==> src/rtl/dmareg_pkg.sv <==
package dmareg_pkg;

  localparam int MAX_CHANS = 32;
  localparam int REG_W     = 32;
  localparam int NUM_W     = 10;

  localparam logic [NUM_W-1:0] REG_CFG    = 10'h180;
  localparam logic [NUM_W-1:0] REG_ERR    = 10'h181;
  localparam logic [NUM_W-1:0] REG_IEN    = 10'h182;
  localparam logic [NUM_W-1:0] REG_TXSET  = 10'h184;
  localparam logic [NUM_W-1:0] REG_TXCLR  = 10'h185;
  localparam logic [NUM_W-1:0] REG_TXEOB  = 10'h186;
  localparam logic [NUM_W-1:0] REG_TXDERR = 10'h187;
  localparam logic [NUM_W-1:0] REG_RXSET  = 10'h190;
  localparam logic [NUM_W-1:0] REG_RXCLR  = 10'h191;
  localparam logic [NUM_W-1:0] REG_RXEOB  = 10'h192;
  localparam logic [NUM_W-1:0] REG_RXDERR = 10'h193;

  // Window bases are 32-aligned, so bits 9:5 identify the window.
  localparam logic [NUM_W-1:0] WIN_TXPTR  = 10'h1A0;
  localparam logic [NUM_W-1:0] WIN_RXPTR  = 10'h1C0;
  localparam logic [NUM_W-1:0] WIN_BSIZE  = 10'h1E0;

  localparam logic [REG_W-1:0] CFG_RST    = 32'h0007_C000;
  localparam logic [REG_W-1:0] CFG_WMASK  = 32'h00FF_C087;
  localparam logic [REG_W-1:0] IEN_WMASK  = 32'h0000_001F;
  localparam int               BSIZE_W    = 8;
  localparam int               SOFT_RST_BIT = 31;

  // Number of channel status words (tx eob, tx derr, rx eob, rx derr).
  localparam int N_CHST = 4;

  typedef struct packed {
    logic cfg;
    logic err;
    logic ien;
    logic txset;
    logic txclr;
    logic rxset;
    logic rxclr;
    logic [N_CHST-1:0] chst;   // 0 tx eob, 1 tx derr, 2 rx eob, 3 rx derr
  } fixed_sel_t;

  // Mask with the top n bits of a 32-bit word set.
  function automatic logic [REG_W-1:0] top_bits(input int n);
    logic [REG_W-1:0] m;
    m = '0;
    for (int i = 0; i < REG_W; i++)
      if (i < n) m[REG_W-1-i] = 1'b1;
    return m;
  endfunction

endpackage

==> src/rtl/dmareg_decode.sv <==
module dmareg_decode
  import dmareg_pkg::*;
#(
  parameter int TX_CHANS = 4,
  parameter int RX_CHANS = 2
) (
  input  logic [NUM_W-1:0] reg_num,
  output fixed_sel_t       sel,
  output logic             txp_hit,
  output logic             rxp_hit,
  output logic             bs_hit,
  output logic [4:0]       win_idx
);

  localparam int WB = 5;

  logic [WB-1:0] low;
  logic [NUM_W-WB-1:0] high;

  assign low     = reg_num[WB-1:0];
  assign high    = reg_num[NUM_W-1:WB];
  assign win_idx = low;

  always_comb begin
    sel = '0;
    unique case (reg_num)
      REG_CFG:    sel.cfg     = 1'b1;
      REG_ERR:    sel.err     = 1'b1;
      REG_IEN:    sel.ien     = 1'b1;
      REG_TXSET:  sel.txset   = 1'b1;
      REG_TXCLR:  sel.txclr   = 1'b1;
      REG_TXEOB:  sel.chst[0] = 1'b1;
      REG_TXDERR: sel.chst[1] = 1'b1;
      REG_RXSET:  sel.rxset   = 1'b1;
      REG_RXCLR:  sel.rxclr   = 1'b1;
      REG_RXEOB:  sel.chst[2] = 1'b1;
      REG_RXDERR: sel.chst[3] = 1'b1;
      default: ;
    endcase
  end

  always_comb begin
    txp_hit = (high == WIN_TXPTR[NUM_W-1:WB]) && (int'(low) < TX_CHANS);
    rxp_hit = (high == WIN_RXPTR[NUM_W-1:WB]) && (int'(low) < RX_CHANS);
    bs_hit  = (high == WIN_BSIZE[NUM_W-1:WB]) && (int'(low) < RX_CHANS);
  end

endmodule

==> src/rtl/dmareg_w1c.sv <==
module dmareg_w1c #(
  parameter int              W    = 32,
  parameter logic [W-1:0]    KEEP = '1
) (
  input  logic         clk,
  input  logic         rst,
  input  logic [W-1:0] clr_vec,
  input  logic [W-1:0] set_vec,
  output logic [W-1:0] q
);

  // Set wins over clear, so no event is lost to a racing clear.
  always_ff @(posedge clk) begin
    if (rst) q <= '0;
    else     q <= ((q & ~clr_vec) | set_vec) & KEEP;
  end

endmodule

==> src/rtl/dmareg_chan_file.sv <==
module dmareg_chan_file #(
  parameter int CHANS = 4,
  parameter int DW    = 32,
  localparam int IW   = (CHANS > 1) ? $clog2(CHANS) : 1
) (
  input  logic          clk,
  input  logic          we,
  input  logic [IW-1:0] widx,
  input  logic [DW-1:0] wdata,
  input  logic [IW-1:0] ridx,
  output logic [DW-1:0] rdata
);

  // Plain array without reset, so it maps onto distributed RAM.
  logic [DW-1:0] mem [CHANS];

  always_ff @(posedge clk) begin
    if (we) mem[widx] <= wdata;
  end

  assign rdata = mem[ridx];

endmodule

==> src/rtl/dma_ctl_regbank.sv <==
module dma_ctl_regbank
  import dmareg_pkg::*;
#(
  parameter int TX_CHANS = 4,
  parameter int RX_CHANS = 2
) (
  input  logic                clk,
  input  logic                rst,
  input  logic [9:0]          reg_num,
  input  logic [31:0]         wr_data,
  input  logic                wr_en,
  input  logic                rd_en,
  output logic [31:0]         rd_data,
  input  logic [31:0]         err_evt,
  input  logic [TX_CHANS-1:0] tx_eob_evt,
  input  logic [TX_CHANS-1:0] tx_derr_evt,
  input  logic [RX_CHANS-1:0] rx_eob_evt,
  input  logic [RX_CHANS-1:0] rx_derr_evt
);

  localparam logic [REG_W-1:0] TX_MASK = top_bits(TX_CHANS);
  localparam logic [REG_W-1:0] RX_MASK = top_bits(RX_CHANS);
  localparam int TXIW = (TX_CHANS > 1) ? $clog2(TX_CHANS) : 1;
  localparam int RXIW = (RX_CHANS > 1) ? $clog2(RX_CHANS) : 1;

  if (TX_CHANS < 1 || TX_CHANS > MAX_CHANS) begin : g_bad_tx
    $error("dma_ctl_regbank: TX_CHANS must lie in 1..32");
  end
  if (RX_CHANS < 1 || RX_CHANS > MAX_CHANS) begin : g_bad_rx
    $error("dma_ctl_regbank: RX_CHANS must lie in 1..32");
  end

  // ---------------- decode ----------------
  fixed_sel_t sel, wsel;
  logic       txp_hit, rxp_hit, bs_hit;
  logic [4:0] win_idx;

  dmareg_decode #(.TX_CHANS(TX_CHANS), .RX_CHANS(RX_CHANS)) u_dec (
    .reg_num (reg_num),
    .sel     (sel),
    .txp_hit (txp_hit),
    .rxp_hit (rxp_hit),
    .bs_hit  (bs_hit),
    .win_idx (win_idx)
  );

  assign wsel = wr_en ? sel : '0;

  logic soft_rst;
  assign soft_rst = wsel.cfg & wr_data[SOFT_RST_BIT];

  // ---------------- plain control words ----------------
  logic [REG_W-1:0] cfg_q, ier_q, txset_q, txclr_q, rxset_q, rxclr_q;

  always_ff @(posedge clk) begin
    if (rst) begin
      cfg_q   <= CFG_RST;
      ier_q   <= '0;
      txset_q <= '0;
      txclr_q <= '0;
      rxset_q <= '0;
      rxclr_q <= '0;
    end else begin
      if (soft_rst) begin
        ier_q   <= '0;
        txset_q <= '0;
        rxset_q <= '0;
      end
      if (wsel.cfg)   cfg_q   <= wr_data & CFG_WMASK;
      if (wsel.ien)   ier_q   <= wr_data & IEN_WMASK;
      if (wsel.txset) txset_q <= wr_data & TX_MASK;
      if (wsel.txclr) txclr_q <= wr_data & TX_MASK;
      if (wsel.rxset) rxset_q <= wr_data & RX_MASK;
      if (wsel.rxclr) rxclr_q <= wr_data & RX_MASK;
    end
  end

  // ---------------- error word ----------------
  logic [REG_W-1:0] esr_q, esr_clr;

  assign esr_clr = soft_rst ? '1 : (wsel.err ? wr_data : '0);

  dmareg_w1c #(.W(REG_W), .KEEP('1)) u_err (
    .clk     (clk),
    .rst     (rst),
    .clr_vec (esr_clr),
    .set_vec (err_evt),
    .q       (esr_q)
  );

  // ---------------- channel status words ----------------
  logic [REG_W-1:0] chst_q   [N_CHST];
  logic [REG_W-1:0] chst_set [N_CHST];
  logic [REG_W-1:0] chst_clr [N_CHST];

  // Channel i lands on bit 31-i.
  always_comb begin
    for (int k = 0; k < N_CHST; k++) chst_set[k] = '0;
    for (int i = 0; i < TX_CHANS; i++) begin
      chst_set[0][REG_W-1-i] = tx_eob_evt[i];
      chst_set[1][REG_W-1-i] = tx_derr_evt[i];
    end
    for (int i = 0; i < RX_CHANS; i++) begin
      chst_set[2][REG_W-1-i] = rx_eob_evt[i];
      chst_set[3][REG_W-1-i] = rx_derr_evt[i];
    end
  end

  for (genvar k = 0; k < N_CHST; k++) begin : g_chst
    localparam logic [REG_W-1:0] KMASK = (k < 2) ? TX_MASK : RX_MASK;

    assign chst_clr[k] = soft_rst ? '1 : (wsel.chst[k] ? wr_data : '0);

    dmareg_w1c #(.W(REG_W), .KEEP(KMASK)) u_st (
      .clk     (clk),
      .rst     (rst),
      .clr_vec (chst_clr[k]),
      .set_vec (chst_set[k]),
      .q       (chst_q[k])
    );
  end

  // ---------------- per-channel files ----------------
  logic [REG_W-1:0]   txp_rd, rxp_rd;
  logic [BSIZE_W-1:0] bs_rd;

  dmareg_chan_file #(.CHANS(TX_CHANS), .DW(REG_W)) u_txp (
    .clk   (clk),
    .we    (wr_en & txp_hit),
    .widx  (win_idx[TXIW-1:0]),
    .wdata (wr_data),
    .ridx  (win_idx[TXIW-1:0]),
    .rdata (txp_rd)
  );

  dmareg_chan_file #(.CHANS(RX_CHANS), .DW(REG_W)) u_rxp (
    .clk   (clk),
    .we    (wr_en & rxp_hit),
    .widx  (win_idx[RXIW-1:0]),
    .wdata (wr_data),
    .ridx  (win_idx[RXIW-1:0]),
    .rdata (rxp_rd)
  );

  dmareg_chan_file #(.CHANS(RX_CHANS), .DW(BSIZE_W)) u_bs (
    .clk   (clk),
    .we    (wr_en & bs_hit),
    .widx  (win_idx[RXIW-1:0]),
    .wdata (wr_data[BSIZE_W-1:0]),
    .ridx  (win_idx[RXIW-1:0]),
    .rdata (bs_rd)
  );

  // ---------------- read path ----------------
  logic [REG_W-1:0] rd_mux;

  always_comb begin
    rd_mux = '0;
    if (sel.cfg)     rd_mux = cfg_q;
    if (sel.err)     rd_mux = esr_q;
    if (sel.ien)     rd_mux = ier_q;
    if (sel.txset)   rd_mux = txset_q;
    if (sel.txclr)   rd_mux = txclr_q;
    if (sel.rxset)   rd_mux = rxset_q;
    if (sel.rxclr)   rd_mux = rxclr_q;
    for (int k = 0; k < N_CHST; k++)
      if (sel.chst[k]) rd_mux = chst_q[k];
    if (txp_hit)     rd_mux = txp_rd;
    if (rxp_hit)     rd_mux = rxp_rd;
    if (bs_hit)      rd_mux = {{(REG_W-BSIZE_W){1'b0}}, bs_rd};
  end

  assign rd_data = rd_en ? rd_mux : '0;

endmodule

==> config.mk <==
export PLATFORM = sky130hd
export DESIGN_NAME = dma_ctl_regbank
export DESIGN_NICKNAME = d
export VERILOG_FILES = /design/src/rtl/dmareg_pkg.sv /design/src/rtl/dmareg_decode.sv /design/src/rtl/dmareg_w1c.sv /design/src/rtl/dmareg_chan_file.sv /design/src/rtl/dma_ctl_regbank.sv
export SDC_FILE = /design/constraint.sdc
export NUM_CORES = 1
export LEC_CHECK = 0
export BUFFER_PORTS_ARGS = -buffer_cell sky130_fd_sc_hd__buf_4
export CORE_ASPECT_RATIO = 0.9
export CORE_UTILIZATION = 54
export CTS_CLUSTER_DIAMETER = 100
export DETAILED_ROUTE_END_ITERATION = 8
export GPL_TIMING_DRIVEN = 1
export HOLD_SLACK_MARGIN = 0.02
export PLACE_DENSITY = 0.73
export SETUP_SLACK_MARGIN = 0.05
export SYNTH_ARGS = -nofsm -noshare
export SYNTH_HDL_FRONTEND = slang
export SYNTH_HIERARCHICAL = 1
export SYNTH_SLANG_ARGS = --single-unit
==> constraint.sdc <==
create_clock -name clk -period 5.2 [get_ports clk]
set_input_delay 0.26 -clock clk [delete_from_list [all_inputs] [get_ports clk]]
set_output_delay 0.26 -clock clk [all_outputs]
set_load 0.1 [all_outputs]
== Word level (Yosys, flattened, before mapping) ==
Memory sizes are Yosys's and may differ from the RTL's.
Cells that the tools add are included.
Storage, ports and cells
  output and inout bits: 32
  memories: 3
  RAM bits: 208
  bits of input ports: 90
  bits in registers: 191
  word-level logic and storage cells: 108
Memories
  u_txp.mem: words 4, width 32, rd ports 1, clocked after memory_dff 0, wr ports 1, line dmareg_chan_file.sv:15  | logic [DW-1:0] mem [CHANS];
  u_rxp.mem: words 2, width 32, rd ports 1, clocked after memory_dff 0, wr ports 1, line dmareg_chan_file.sv:15
  u_bs.mem: words 2, width 8, rd ports 1, clocked after memory_dff 0, wr ports 1, line dmareg_chan_file.sv:15
Cells by class
  bitwise gates (word level): 19
  reduce and logical (&&, ||, !) cells: 6
  eq/ne operators: 14
  multiplexer cells: 49
  magnitude comparators: 2
Operator list (count)
  two-way mux 32 bit: 28
  AND 32 bit: 5
  inverter 32 bit: 5
  OR 32 bit: 5
  equality test 10 x 9 -> 1 bit (second input constant): 11
  two-way mux 24 bit: 1
  two-way mux 1 bit: 17
  equality test 5 x 4 -> 1 bit (second input constant): 3
  two-way mux 11 bit: 1
  two-way mux 5 bit: 2
  nonzero test 2 bit: 3
  less-than comparator 5 x 2 -> 1 bit (second input constant): 1
  less-than comparator 5 x 3 -> 1 bit (second input constant): 1
  AND 1 bit: 4
  logical AND 1 bit: 3

== Longest topological paths before layout ==
  depth after elaboration: 17
  mapped depth: 11
  mapped depth without buffers: 7

== Modules after synthesis ==
Netlist, hierarchy kept.
By module, submodules not included
  dma_ctl_regbank: sequential area each 620.6 um^2, instances 1, area each 5106.1 um^2, cells each 934
  dmareg_chan_file (u_txp): sequential area each 3843.7 um^2, instances 1, area each 4689.5 um^2, cells each 171
  dmareg_chan_file (u_rxp): sequential area each 1921.8 um^2, instances 1, area each 2478.6 um^2, cells each 102
  dmareg_w1c (u_err): sequential area each 640.6 um^2, instances 1, area each 1154.9 um^2, cells each 131
  dmareg_w1c (g_chst[0].u_st ...): sequential area each 80.1 um^2, instances 2, area each 354.1 um^2, cells each 45
  dmareg_chan_file (u_bs): sequential area each 480.5 um^2, instances 1, area each 624.3 um^2, cells each 27
  dmareg_w1c (g_chst[2].u_st ...): sequential area each 40.0 um^2, instances 2, area each 299.0 um^2, cells each 39
  dmareg_decode: sequential area each 0.0 um^2, instances 1, area each 272.8 um^2, cells each 32

== Worst setup path after synthesis ==
OpenSTA, ideal clock, no wires.
  path type: in2reg
  start point: in reg_num[2]
  end point: mem u_txp.mem[0][0] (enable)
  stages on the path: 7
  setup slack: 213 ps
  path buffers: 3
  data required time: 4732 ps
  data arrival time: 4520 ps
  setup time: 468 ps
  cells stage by stage: or2_2 clkbuf_1 nor4_1 clkbuf_1 clkbuf_1 and2_1 nor3b_1
On the way
  cells in the longest elaborated chain, start to end: 5
Ends and longest elaborated chain
  from (decl): line dma_ctl_regbank.sv:9  | input logic [9:0] reg_num,
  less-than comparator 5 x 3 -> 1 bit: line dmareg_decode.sv:43  | txp_hit = (high == WIN_TXPTR[NUM_W-1:WB]) && (int'(low) < TX_CHANS);
  logical AND 1 bit: line dmareg_decode.sv:43
  named net txp_hit: line dma_ctl_regbank.sv:35  | logic txp_hit, rxp_hit, bs_hit;
  AND 1 bit: line dma_ctl_regbank.sv:129  | .we (wr_en & txp_hit),
  two-way mux 1 bit: line dmareg_chan_file.sv:18  | if (we) mem[widx] <= wdata;
  two-way mux 1 bit (implied by the code): line dmareg_chan_file.sv:18
  to (decl): line dmareg_chan_file.sv:15
The timed path passes the listed nets, and every way through them passes these cells.

==> flow_summary.toml <==
[drt]
vias_per_cell = 5.718
routedWlPerCell_um = 20.73
drt.antenna.violating_nets = 0
vias = 10486
drc = 0
drt-total-wl_um = 38020
drtIter0Drc = 1036
dr.pass1.iters = 5

[yosys]
yosys_warnings = 6
syn_avg_cell_area_sq_um = 11.18
syn-cell-area_sq_um = 14680
synthCells = 1313

[timing]
fin_ws_ns = 1.226
finalCritPeriodShare_pct = 76.42
max_freq_mhz = 251.6
slew_violations = 0
fin_crit_ns = 3.974
worst_slew_pin_slew_ns = 1.173
fin_worst_skew_ns = 0
hold_viol = 0
slew-limit-headroom_pct = 21.51
fin_tns_setup_ns = 0
final-setup-viol-count = 0
timing.hold.ws_ns = 0.07447
rsz0062_at_grt = "no"

[floorplanning]
start_util_pct = 55.70
die_w_um = 175.8
dieArea_sq_um = 27840
fp-row-count = 56
die_h_um = 158.4
core_sq_um = 26350
pin_count = 122

[global_route]
grt-ovfl-total = 0
gr-usage-met2_pct = 44.36
grt_max_degree = 76
grt_pass1_wl_um = 57220
antenna_found_initial = 0
top_usage_layer = "met2"
grt_pass1_vias = 10037
globalRouteMet3Util_pct = 4.083
grtUsageMet1_pct = 38.31
grtUsageTotal_pct = 27.29

[setup_path]
reg2reg_slack_ns = 4.37
cp-end-kind = "output port"
crit_arrival_ns = 3.71
worst-setup-path-type = "in -> out"
required_ns = 4.94
startpoint_type = "input pin"
crit_fanout = 43

[power]
peakVddDrop_v = 0.0003053
p_leak_nw = 6.693
p_per_area_nw_per_um2 = 291.0

[clock_network]
cts_tree = "built"
cts_max_level = 1
root_buffer = "clkbuf_16"
cts_buffers = 29
clk_latency_ns = 0.55
clkTransAtPathRegs_ns = 0.06
cts_max_path_buffers = 3
cts.sinks = 283

[flow_run]
drv_cap = 0

[placed_design]
dp_hpwl_um = 22790
numPortBuffers = 121
post-place-ws_ns = 1.351
gp_congestion = 0.8327

[min_path]
hp-class = "in -> reg"

[outcome]
status = "finished, final reports clean"

[finish]
area_delta_synth_final_pct = 15.96
antenna_cells = 0
drive_above_1_share_pct = 19.52
fill_cells = 2065
nets = 1553
-- registers in the layout, summed over array words and instances (netlist names) --
name           count
u_err/q           32
ier_q              5
cfg_q             14
u_txp/mem        128
u_bs/mem          16
rxset_q            2
g_chst.u_st/q     12
u_rxp/mem         64
rxclr_q            2
txset_q            4
txclr_q            4
-- critical path, cell delays in order --
cell and delay (ns):
buf_4 0.55, or4bb_1 0.64, nor3_2 0.20, nor4b_2 0.57, and3_1 0.75, nand3_1 0.16
a21oi_1 0.22, buf_4 0.33
-- routing by layer --
layer	vias to the layer above	wire [um]
met3	56	3228
met1	5081	16320
li1	4855	-
met4	0	836
met5	-	0
met2	494	17630
-- layout make-up --
class,count,area [sq um],area share (%)
flip-flops and latches,283,7747,45.53
multi-input cells,871,5778,33.95
repair buffers,218,1822,10.71
clock buffers,39,823.3,4.838
well taps,348,435.4,2.559
inverters,60,225.2,1.323
clock inverters,15,186.4,1.096
-- layout by cell type (no fill, tap or decap), types with 32 or more instances in the layout --
master           n
inv_1           58
o22ai_1         32
buf_4          144
a21oi_1         96
conb_1         116
mux2_4          38
dfxtp_1         75
o21ai_0         39
nand2b_1        63
dlygate4sd3_1   74
edfxtp_1       208
nand2_1        195
-- stage by stage --
| stage | area (sq um) | instances | total power [W] | utilization (%) |
|---|---|---|---|---|
| 6_report | 17020 | 1834 | 0.004952 | 64.59 |
| 3_3_place_gp | 15270 | 1706 | 0.002770 | 57.95 |
| 2_1_floorplan | 15100 | 1425 | 0.002724 | - |
| 4_1_cts | 17020 | 1834 | 0.004965 | 64.59 |
| 3_5_place_dp | 15270 | 1706 | 0.002775 | 57.95 |
| 5_1_grt | 17020 | 1834 | 0.005088 | 64.59 |
-- path summary, 6_finish.rpt --
check,from,to,cells after the start
worst max-delay path,reg_num[0],rd_data[8],8
worst min-delay path,wr_data[30],u_txp/mem[2][30]$_DFFE_PP_,1
worst max register to register,rxset_q[31]$_SDFFE_PP0P_,rxset_q[31]$_SDFFE_PP0P_,4
worst min register to register,cfg_q[23]$_SDFFE_PP0P_,cfg_q[23]$_SDFFE_PP0P_,2
-- where the power goes --
group	switching, W	internal [W]	leakage [nW]	total [W]
Sequential	0.0000151	0.00244	2.49	0.00246
Combinational	0.000168	0.000150	3.71	0.000318
Clock	0.000868	0.00131	0.496	0.00218
Total	0.00105	0.00390	6.69	0.00495
-- repair_timing --
action	4_1_cts	5_1_grt
hold endpoints to repair	256	0
hold buffers	74	0
setup buffers	0	0
resized for setup	0	0
Note: power is estimated with default switching activity, not from simulation.
